[src/rtl/mdio_mgmt_pkg.sv]
// Shared constants for the management frame controller: register addresses,
// frame geometry and the opcode that marks a read.
package mdio_mgmt_pkg;
    localparam int FRAME_W       = 32;
    localparam int PREAMBLE_LEN  = 32;
    localparam int TOTAL_BITS    = PREAMBLE_LEN + FRAME_W;
    localparam int IDX_W         = $clog2(TOTAL_BITS);
    // Serial index of the first turnaround bit and of the first data bit
    localparam int TA_FIRST_BIT   = PREAMBLE_LEN + 14;
    localparam int DATA_FIRST_BIT = PREAMBLE_LEN + 16;
    // Opcode field position and the read code
    localparam int OP_MSB = 29;
    localparam int OP_LSB = 28;
    localparam logic [1:0] OP_READ = 2'b10;
    // Hold field position inside the clock-control word
    localparam int HOLD_LSB = 8;
    // Register addresses
    localparam logic [1:0] ADDR_FRAME  = 2'd0;
    localparam logic [1:0] ADDR_CLKCTL = 2'd1;
    localparam logic [1:0] ADDR_EVENT  = 2'd2;
endpackage

[src/rtl/mdio_clk_gen.sv]
// MDC generator. Divides the system clock so that each MDC phase lasts
// div+1 clocks while run is high. Assumes MDC is low whenever run rises,
// which holds because a frame ends on a falling edge. div = 0 freezes MDC.
// The tick outputs flag the cycle whose closing edge moves MDC.
module mdio_clk_gen #(
    parameter int DIV_W = 8
) (
    input  logic             clk,
    input  logic             rst_n,
    input  logic             run,
    input  logic [DIV_W-1:0] div,
    output logic             mdc,
    output logic             rise_tick,
    output logic             fall_tick
);
    logic [DIV_W-1:0] cnt;
    logic             tick;

    // Phase end: counter reached the divisor (>= survives a lowered divisor)
    always_comb begin
        tick      = run && (div != '0) && (cnt >= div);
        rise_tick = tick && !mdc;
        fall_tick = tick && mdc;
    end

    // Phase counter and MDC toggle
    always_ff @(posedge clk) begin
        if (!rst_n) begin
            cnt <= '0;
            mdc <= 1'b0;
        end else if (!run || div == '0) begin
            cnt <= '0;
        end else if (tick) begin
            cnt <= '0;
            mdc <= ~mdc;
        end else begin
            cnt <= cnt + 1'b1;
        end
    end

    AST_MDC_FROZEN: assert property (@(posedge clk) disable iff (!rst_n)
        (div == '0) |=> $stable(mdc));

endmodule

[src/rtl/mdio_frame_shifter.sv]
// Frame sequencer. Holds the frame word, walks the 64 serial positions
// (preamble then frame), and updates MDIO a clamped hold count after each
// MDC falling edge. On read frames it releases the line at the turnaround
// and shifts sampled PHY bits into the low 16 bits of the frame word.
// Assumes launch is only raised while idle.
module mdio_frame_shifter
    import mdio_mgmt_pkg::*;
#(
    parameter int DIV_W  = 8,
    parameter int HOLD_W = 4
) (
    input  logic               clk,
    input  logic               rst_n,
    input  logic               launch,
    input  logic [FRAME_W-1:0] frame_in,
    input  logic [DIV_W-1:0]   div,
    input  logic [HOLD_W-1:0]  hold_cfg,
    input  logic               mdc,
    input  logic               rise_tick,
    input  logic               fall_tick,
    input  logic               mdio_i,
    output logic               busy,
    output logic               mdio_o,
    output logic               mdio_oe,
    output logic               done_pulse,
    output logic [FRAME_W-1:0] frame_q
);
    localparam int CW = (DIV_W > HOLD_W) ? DIV_W : HOLD_W;
    localparam logic [IDX_W-1:0] LAST_IDX = IDX_W'(TOTAL_BITS - 1);

    logic [IDX_W-1:0] idx;
    logic [IDX_W-1:0] nidx;
    logic [CW-1:0]    hcnt;
    logic [CW-1:0]    eff_hold;
    logic             pend;
    logic             is_read;
    logic             nbit;
    logic             noe;
    logic             last_fall;
    logic             advance;

    // Hold clamp, next-position bit value and enable, and step decision
    always_comb begin
        eff_hold  = (CW'(hold_cfg) > CW'(div)) ? CW'(div) : CW'(hold_cfg);
        nidx      = idx + 1'b1;
        noe       = !(is_read && nidx >= IDX_W'(TA_FIRST_BIT));
        nbit      = nidx[IDX_W-1] ? frame_q[~nidx[IDX_W-2:0]] : 1'b1;
        last_fall = busy && fall_tick && (idx == LAST_IDX);
        advance   = busy && !last_fall &&
                    ((fall_tick && eff_hold == '0) ||
                     (pend && !fall_tick && hcnt >= eff_hold));
        done_pulse = last_fall;
    end

    // Frame state, serial position, hold delay and read capture
    always_ff @(posedge clk) begin
        if (!rst_n) begin
            frame_q <= '0;
            busy    <= 1'b0;
            idx     <= '0;
            mdio_o  <= 1'b0;
            mdio_oe <= 1'b0;
            is_read <= 1'b0;
            pend    <= 1'b0;
            hcnt    <= '0;
        end else if (launch) begin
            frame_q <= frame_in;
            busy    <= 1'b1;
            idx     <= '0;
            mdio_o  <= 1'b1;
            mdio_oe <= 1'b1;
            is_read <= (frame_in[OP_MSB:OP_LSB] == OP_READ);
            pend    <= 1'b0;
            hcnt    <= '0;
        end else if (busy) begin
            if (rise_tick && is_read && idx >= IDX_W'(DATA_FIRST_BIT))
                frame_q[15:0] <= {frame_q[14:0], mdio_i};
            if (last_fall) begin
                busy    <= 1'b0;
                mdio_oe <= 1'b0;
                mdio_o  <= 1'b0;
                pend    <= 1'b0;
            end else if (advance) begin
                idx     <= nidx;
                mdio_o  <= noe & nbit;
                mdio_oe <= noe;
                pend    <= 1'b0;
            end else if (fall_tick) begin
                pend <= 1'b1;
                hcnt <= CW'(1);
            end else if (pend) begin
                hcnt <= hcnt + 1'b1;
            end
        end
    end

    AST_IDLE_RELEASED: assert property (@(posedge clk) disable iff (!rst_n)
        !busy |-> !mdio_oe);
    AST_TA_RELEASED: assert property (@(posedge clk) disable iff (!rst_n)
        (busy && is_read && idx >= IDX_W'(TA_FIRST_BIT)) |-> !mdio_oe);
    AST_STABLE_HIGH: assert property (@(posedge clk) disable iff (!rst_n)
        (busy && mdc && !fall_tick) |=> $stable(mdio_o));
    AST_DONE_IDLE: assert property (@(posedge clk) disable iff (!rst_n)
        done_pulse |=> !busy);

endmodule

[src/rtl/mdio_mgmt_master.sv]
// Management frame controller top. Decodes the three-word register map,
// keeps the clock-control word and the sticky completion flag, and ties
// the MDC generator to the frame sequencer. A frame write is accepted only
// while idle. Assumes DIV_W <= HOLD_LSB so the two control fields do not overlap.
module mdio_mgmt_master
    import mdio_mgmt_pkg::*;
#(
    parameter int DIV_W  = 8,
    parameter int HOLD_W = 4
) (
    input  logic        clk,
    input  logic        rst_n,
    input  logic        reg_wr,
    input  logic [1:0]  reg_waddr,
    input  logic [31:0] reg_wdata,
    input  logic [1:0]  reg_raddr,
    output logic [31:0] reg_rdata,
    output logic        mdc,
    output logic        mdio_o,
    output logic        mdio_oe,
    input  logic        mdio_i
);
    logic [DIV_W-1:0]   div_q;
    logic [HOLD_W-1:0]  hold_q;
    logic               done_q;
    logic               busy;
    logic               done_pulse;
    logic               rise_tick;
    logic               fall_tick;
    logic [FRAME_W-1:0] frame_q;
    logic               frame_wr;
    logic               ctl_wr;
    logic               evt_wr;
    logic               launch;

    // Write decode; frame writes while busy never launch
    always_comb begin
        frame_wr = reg_wr && (reg_waddr == ADDR_FRAME);
        ctl_wr   = reg_wr && (reg_waddr == ADDR_CLKCTL);
        evt_wr   = reg_wr && (reg_waddr == ADDR_EVENT);
        launch   = frame_wr && !busy;
    end

    // Clock-control word
    always_ff @(posedge clk) begin
        if (!rst_n) begin
            div_q  <= '0;
            hold_q <= '0;
        end else if (ctl_wr) begin
            div_q  <= reg_wdata[DIV_W-1:0];
            hold_q <= reg_wdata[HOLD_LSB +: HOLD_W];
        end
    end

    // Sticky completion flag, set has priority over write-one-to-clear
    always_ff @(posedge clk) begin
        if (!rst_n)
            done_q <= 1'b0;
        else if (done_pulse)
            done_q <= 1'b1;
        else if (evt_wr && reg_wdata[0])
            done_q <= 1'b0;
    end

    // Read mux
    always_comb begin
        reg_rdata = '0;
        case (reg_raddr)
            ADDR_FRAME:  reg_rdata = frame_q;
            ADDR_CLKCTL: begin
                reg_rdata[DIV_W-1:0]          = div_q;
                reg_rdata[HOLD_LSB +: HOLD_W] = hold_q;
            end
            ADDR_EVENT:  reg_rdata[0] = done_q;
            default:     reg_rdata = '0;
        endcase
    end

    mdio_clk_gen #(.DIV_W(DIV_W)) u_clk (
        .clk       (clk),
        .rst_n     (rst_n),
        .run       (busy),
        .div       (div_q),
        .mdc       (mdc),
        .rise_tick (rise_tick),
        .fall_tick (fall_tick)
    );

    mdio_frame_shifter #(.DIV_W(DIV_W), .HOLD_W(HOLD_W)) u_shf (
        .clk        (clk),
        .rst_n      (rst_n),
        .launch     (launch),
        .frame_in   (reg_wdata),
        .div        (div_q),
        .hold_cfg   (hold_q),
        .mdc        (mdc),
        .rise_tick  (rise_tick),
        .fall_tick  (fall_tick),
        .mdio_i     (mdio_i),
        .busy       (busy),
        .mdio_o     (mdio_o),
        .mdio_oe    (mdio_oe),
        .done_pulse (done_pulse),
        .frame_q    (frame_q)
    );

    AST_BUSY_WRITE_IGNORED: assert property (@(posedge clk) disable iff (!rst_n)
        (frame_wr && busy) |=> (frame_q[31:16] == $past(frame_q[31:16])));
    AST_EVENT_SET: assert property (@(posedge clk) disable iff (!rst_n)
        done_pulse |=> done_q);

endmodule

[config.mk]
export PLATFORM = sky130hd
export DESIGN_NAME = mdio_mgmt_master
export DESIGN_NICKNAME = d
export VERILOG_FILES = /design/src/rtl/mdio_mgmt_pkg.sv /design/src/rtl/mdio_clk_gen.sv /design/src/rtl/mdio_frame_shifter.sv /design/src/rtl/mdio_mgmt_master.sv
export SDC_FILE = /design/constraint.sdc
export NUM_CORES = 1
export LEC_CHECK = 0
export BUFFER_PORTS_ARGS = -buffer_cell sky130_fd_sc_hd__buf_2
export CAP_MARGIN = 15
export CORE_UTILIZATION = 30
export CTS_BUF_LIST = sky130_fd_sc_hd__clkbuf_8
export CTS_CLUSTER_SIZE = 40
export DETAILED_ROUTE_END_ITERATION = 7
export SETUP_SLACK_MARGIN = 0.2
export SLEW_MARGIN = 20
export SYNTH_ARGS = -nofsm -noshare
export SYNTH_HDL_FRONTEND = slang
export SYNTH_SLANG_ARGS = --single-unit
[constraint.sdc]
create_clock -name clk -period 4.03 [get_ports clk]
set_input_delay 0.403 -clock clk [delete_from_list [all_inputs] [get_ports clk]]
set_output_delay 0.403 -clock clk [all_outputs]
set_load 0.01 [all_outputs]
==> flow_metrics.tcl <==
set metrics [dict create \
    setup-tns-final_ns 0 \
    stdcell_area_um2 4880 \
    drive_above_1_share_pct 20.5 \
    critical_path_buf_inv_count 1 \
    yosysWarnings 0 \
    grt_pass1_vias 3675 \
    numCtsBuffers 9 \
    tightest_slew_ns 1.05 \
    synth_seq_area_share_pct 35.1 \
    post-route-period-util_pct 90.2 \
    placed_cells 731 \
    max_stage_delay_ns 0.47 \
    wl_um 11200 \
    outcome "finished, final reports clean" \
    path_max_fanout 11 \
    reg2reg_from "div_q[2]" \
    min_path_type "in2reg" \
    wl_per_cell_um 14.9 \
    placed_area_um2 4670 \
    crit_start "div_q[2]" \
    coreArea_um2 13400 \
    initial_core_util_pct 31.1 \
    crit_type "reg2reg" \
    synthCells 504 \
    irDropWorstVdd_uv 157 \
    reg2reg_setup_slack_ns 0.40 \
    antenna_found_initial 0 \
    cp-start-kind "register" \
    fillers 1380 \
    crit_arrival_ns 3.91 \
    relSlewSlack_pct 30.1 \
    dieArea_um2 14400 \
    p_leak_nw 1.93 \
    die_y_um 120 \
    finalHoldViolCount 0 \
    critPathSlowestCell "or4_1" \
    htree_levels 3 \
    synth-edff-count 0 \
    synthFlopType "dfxtp_1" \
    gp_congestion 0.936 \
    rsz0062_at_grt "true" \
    mostFrequentLayoutCells "nand2_1, buf_2, dfxtp_1, a21oi_1, nor2_1" \
    cp-endpoint "u_shf.idx[3]" \
    hp-start "reg_wdata[20]" \
    nets 630 \
    use_met3_pct 3.56 \
    max-cap-violations 0 \
    tritoncts "yes" \
    slew_viol_final 0 \
    fmax_ghz 0.275 \
    hpwl_um 8180 \
    powerDensity_nw_per_um2 308 \
    reg2reg_to "u_shf.idx[3]" \
    io_buffers 74 \
    viasPerCell 5.28 \
    setup_viol 0 \
    critPathCaptureType "register" \
    cp.required_ns 4.31 \
    cts_root_buffer "clkbuf_8" \
    area_growth_pct 17.3 \
    whs_ns 0.279 \
    crit_chain "inv_1 > ha_1 > o21ai_1 > a21oi_1 > o211ai_2 > mux2_2 > ha_1 > o21ai_0 > a211oi_1 > o21ai_0 > mux2_4 > or4_1 > a21oi_1" \
    ios 75 \
    n_antenna_cell 0 \
    path_depth 13 \
    clock_latency_ns 0.36 \
    final_cells 747 \
    use_met2_pct 24.6 \
    ys_types 54 \
    drt_iter0_markers 269 \
    met1_usage_pct 22.2 \
    dr.pass1.iters 5 \
    fin_crit_ns 3.63 \
    num_rows 42 \
    crit_family "compound AO/OA/AOI/OAI gates" \
    layout_commonest_cell "nand2_1" \
    cts.clk_slew.worst_paths_ns 0.08 \
    synth.ff_latch_count 73 \
    grt_pass1_wl_um 18500 \
    die_w_um 120 \
    ff2ff_path_depth 13 \
    globalRouteOverflowTotal 0 \
    grt_usage_pct 16.1 \
    drc 0 \
    avgSynthCellArea_um2 8.26 \
    netlist_area_um2 4160 \
    postRouteAntennaNets 0 \
    cts_sinks 73 \
    vias 3947 \
    grt_max_degree 44 \
    grt_busiest_layer "met2" \
    clock_path_buffers 2 \
    clock-skew-final_ns 0.00864 \
    synthArstFlopShare_pct 0 \
]
-- per-layer routing --
layer	up-vias	share of wire, %	wire length [µm]
li1	1904	-	-
met1	1886	48	5310
met2	135	44	4940
met3	22	6.0	675
met4	0	2.1	234
met5	-	0	0
-- state kept, by name (all words and copies together) (netlist names) --
name and count:
div_q 8, done_q 1, hold_q 4, u_clk.cnt 8, u_clk.mdc 1, u_shf.busy 1
u_shf.frame_q 32, u_shf.hcnt 8, u_shf.idx 6, u_shf.is_read 1, u_shf.mdio_o 1, u_shf.mdio_oe 1
u_shf.pend 1
-- synth_stat cells, types with 3 or more instances --
cell,instances,share of area (%)
nand2b_1,4,0.60
a22oi_1,9,1.6
and3_1,3,0.45
dfxtp_1,73,35
o31ai_1,8,1.4
o21ai_0,7,0.84
o21ai_1,4,0.48
or4_1,8,1.4
inv_1,18,1.6
or3_1,5,0.75
o221ai_1,6,1.3
xor2_1,10,2.1
nor3_1,9,1.1
buf_2,4,0.48
mux2i_1,20,4.8
nand2_1,83,7.5
a21oi_1,63,7.6
nand3_1,16,1.9
and2_1,21,3.2
clkbuf_1,22,2.0
nand4_1,5,0.75
mux4_2,9,4.9
ha_1,24,7.2
nor2_1,36,3.2
nor4_1,4,0.60
-- logic make-up after synthesis --
kind of cell,Yosys count,share of synthesized area (%)
multiplexers,31,10.3
other,1,0.0901
buffers and inverters,48,4.81
XOR/XNOR,11,2.31
flip-flops,73,35.1
adder cells (fa/ha/maj),24,7.21
AO/OA/AOI/OAI,111,16.5
AND/OR/NAND/NOR,205,23.7
-- area by class of cell --
cell class	count	area (µm²)	area share (%)
Clock buffer	10	138	2.82
Clock inverter	6	58.8	1.20
Inverter	19	71.3	1.46
Multi-Input combinational cell	386	2540	52.0
Sequential cell	73	1460	29.9
Tap cell	176	220	4.51
Timing Repair Buffer	77	393	8.05
-- worst register-to-register path, delay by kind of cell, from the launching register on --
| family | cells | cell delay, ns |
|---|---|---|
| fa+ha+maj | 2 | 0.59 |
| flops | 1 | 0.39 |
| compound gates | 7 | 1.28 |
| mux | 2 | 0.73 |
| buf+inv | 1 | 0.10 |
| simple gates | 1 | 0.47 |
-- report_power, final --
| group | total (mW) | internal [mW] | switching (mW) |
|---|---|---|---|
| registers | 0.758 | 0.739 | 0.0191 |
| logic | 0.164 | 0.0643 | 0.0998 |
| clock network | 0.582 | 0.298 | 0.283 |
| total | 1.50 | 1.10 | 0.402 |
-- what timing repair did --
| item | 4_1_cts | 5_1_grt |
|---|---|---|
| setup endpoints to repair | 0 | 8 |
| setup buffers | 0 | 0 |
| gates resized for setup | 0 | 3 |
| hold buffers | 0 | 0 |
-- per-stage QoR --
step | total power, mW | setup slack (ns) | utilization (%)
final | 1.50 | 0.396 | 36.4
after global routing | 1.57 | 0.171 | 36.4
after CTS | 1.51 | 0.358 | 36.3
after detailed placement | 0.936 | 0.371 | 34.8
after global placement | 0.932 | 0.507 | 34.8
after floorplan | 0.874 | 0.810 | -
-- worst min path at each step --
stage                   endpoint  slack (ns)  cells past startpoint
2_1_floorplan  u_shf.frame_q[18]        0.44                      2
3_3_place_gp   u_shf.frame_q[28]        0.45                      2
3_5_place_dp   u_shf.frame_q[21]        0.46                      2
4_1_cts        u_shf.frame_q[30]        0.27                      3
5_1_grt        u_shf.frame_q[31]        0.28                      3
6_report       u_shf.frame_q[20]        0.28                      3
Power figures use the tool's default switching activity.
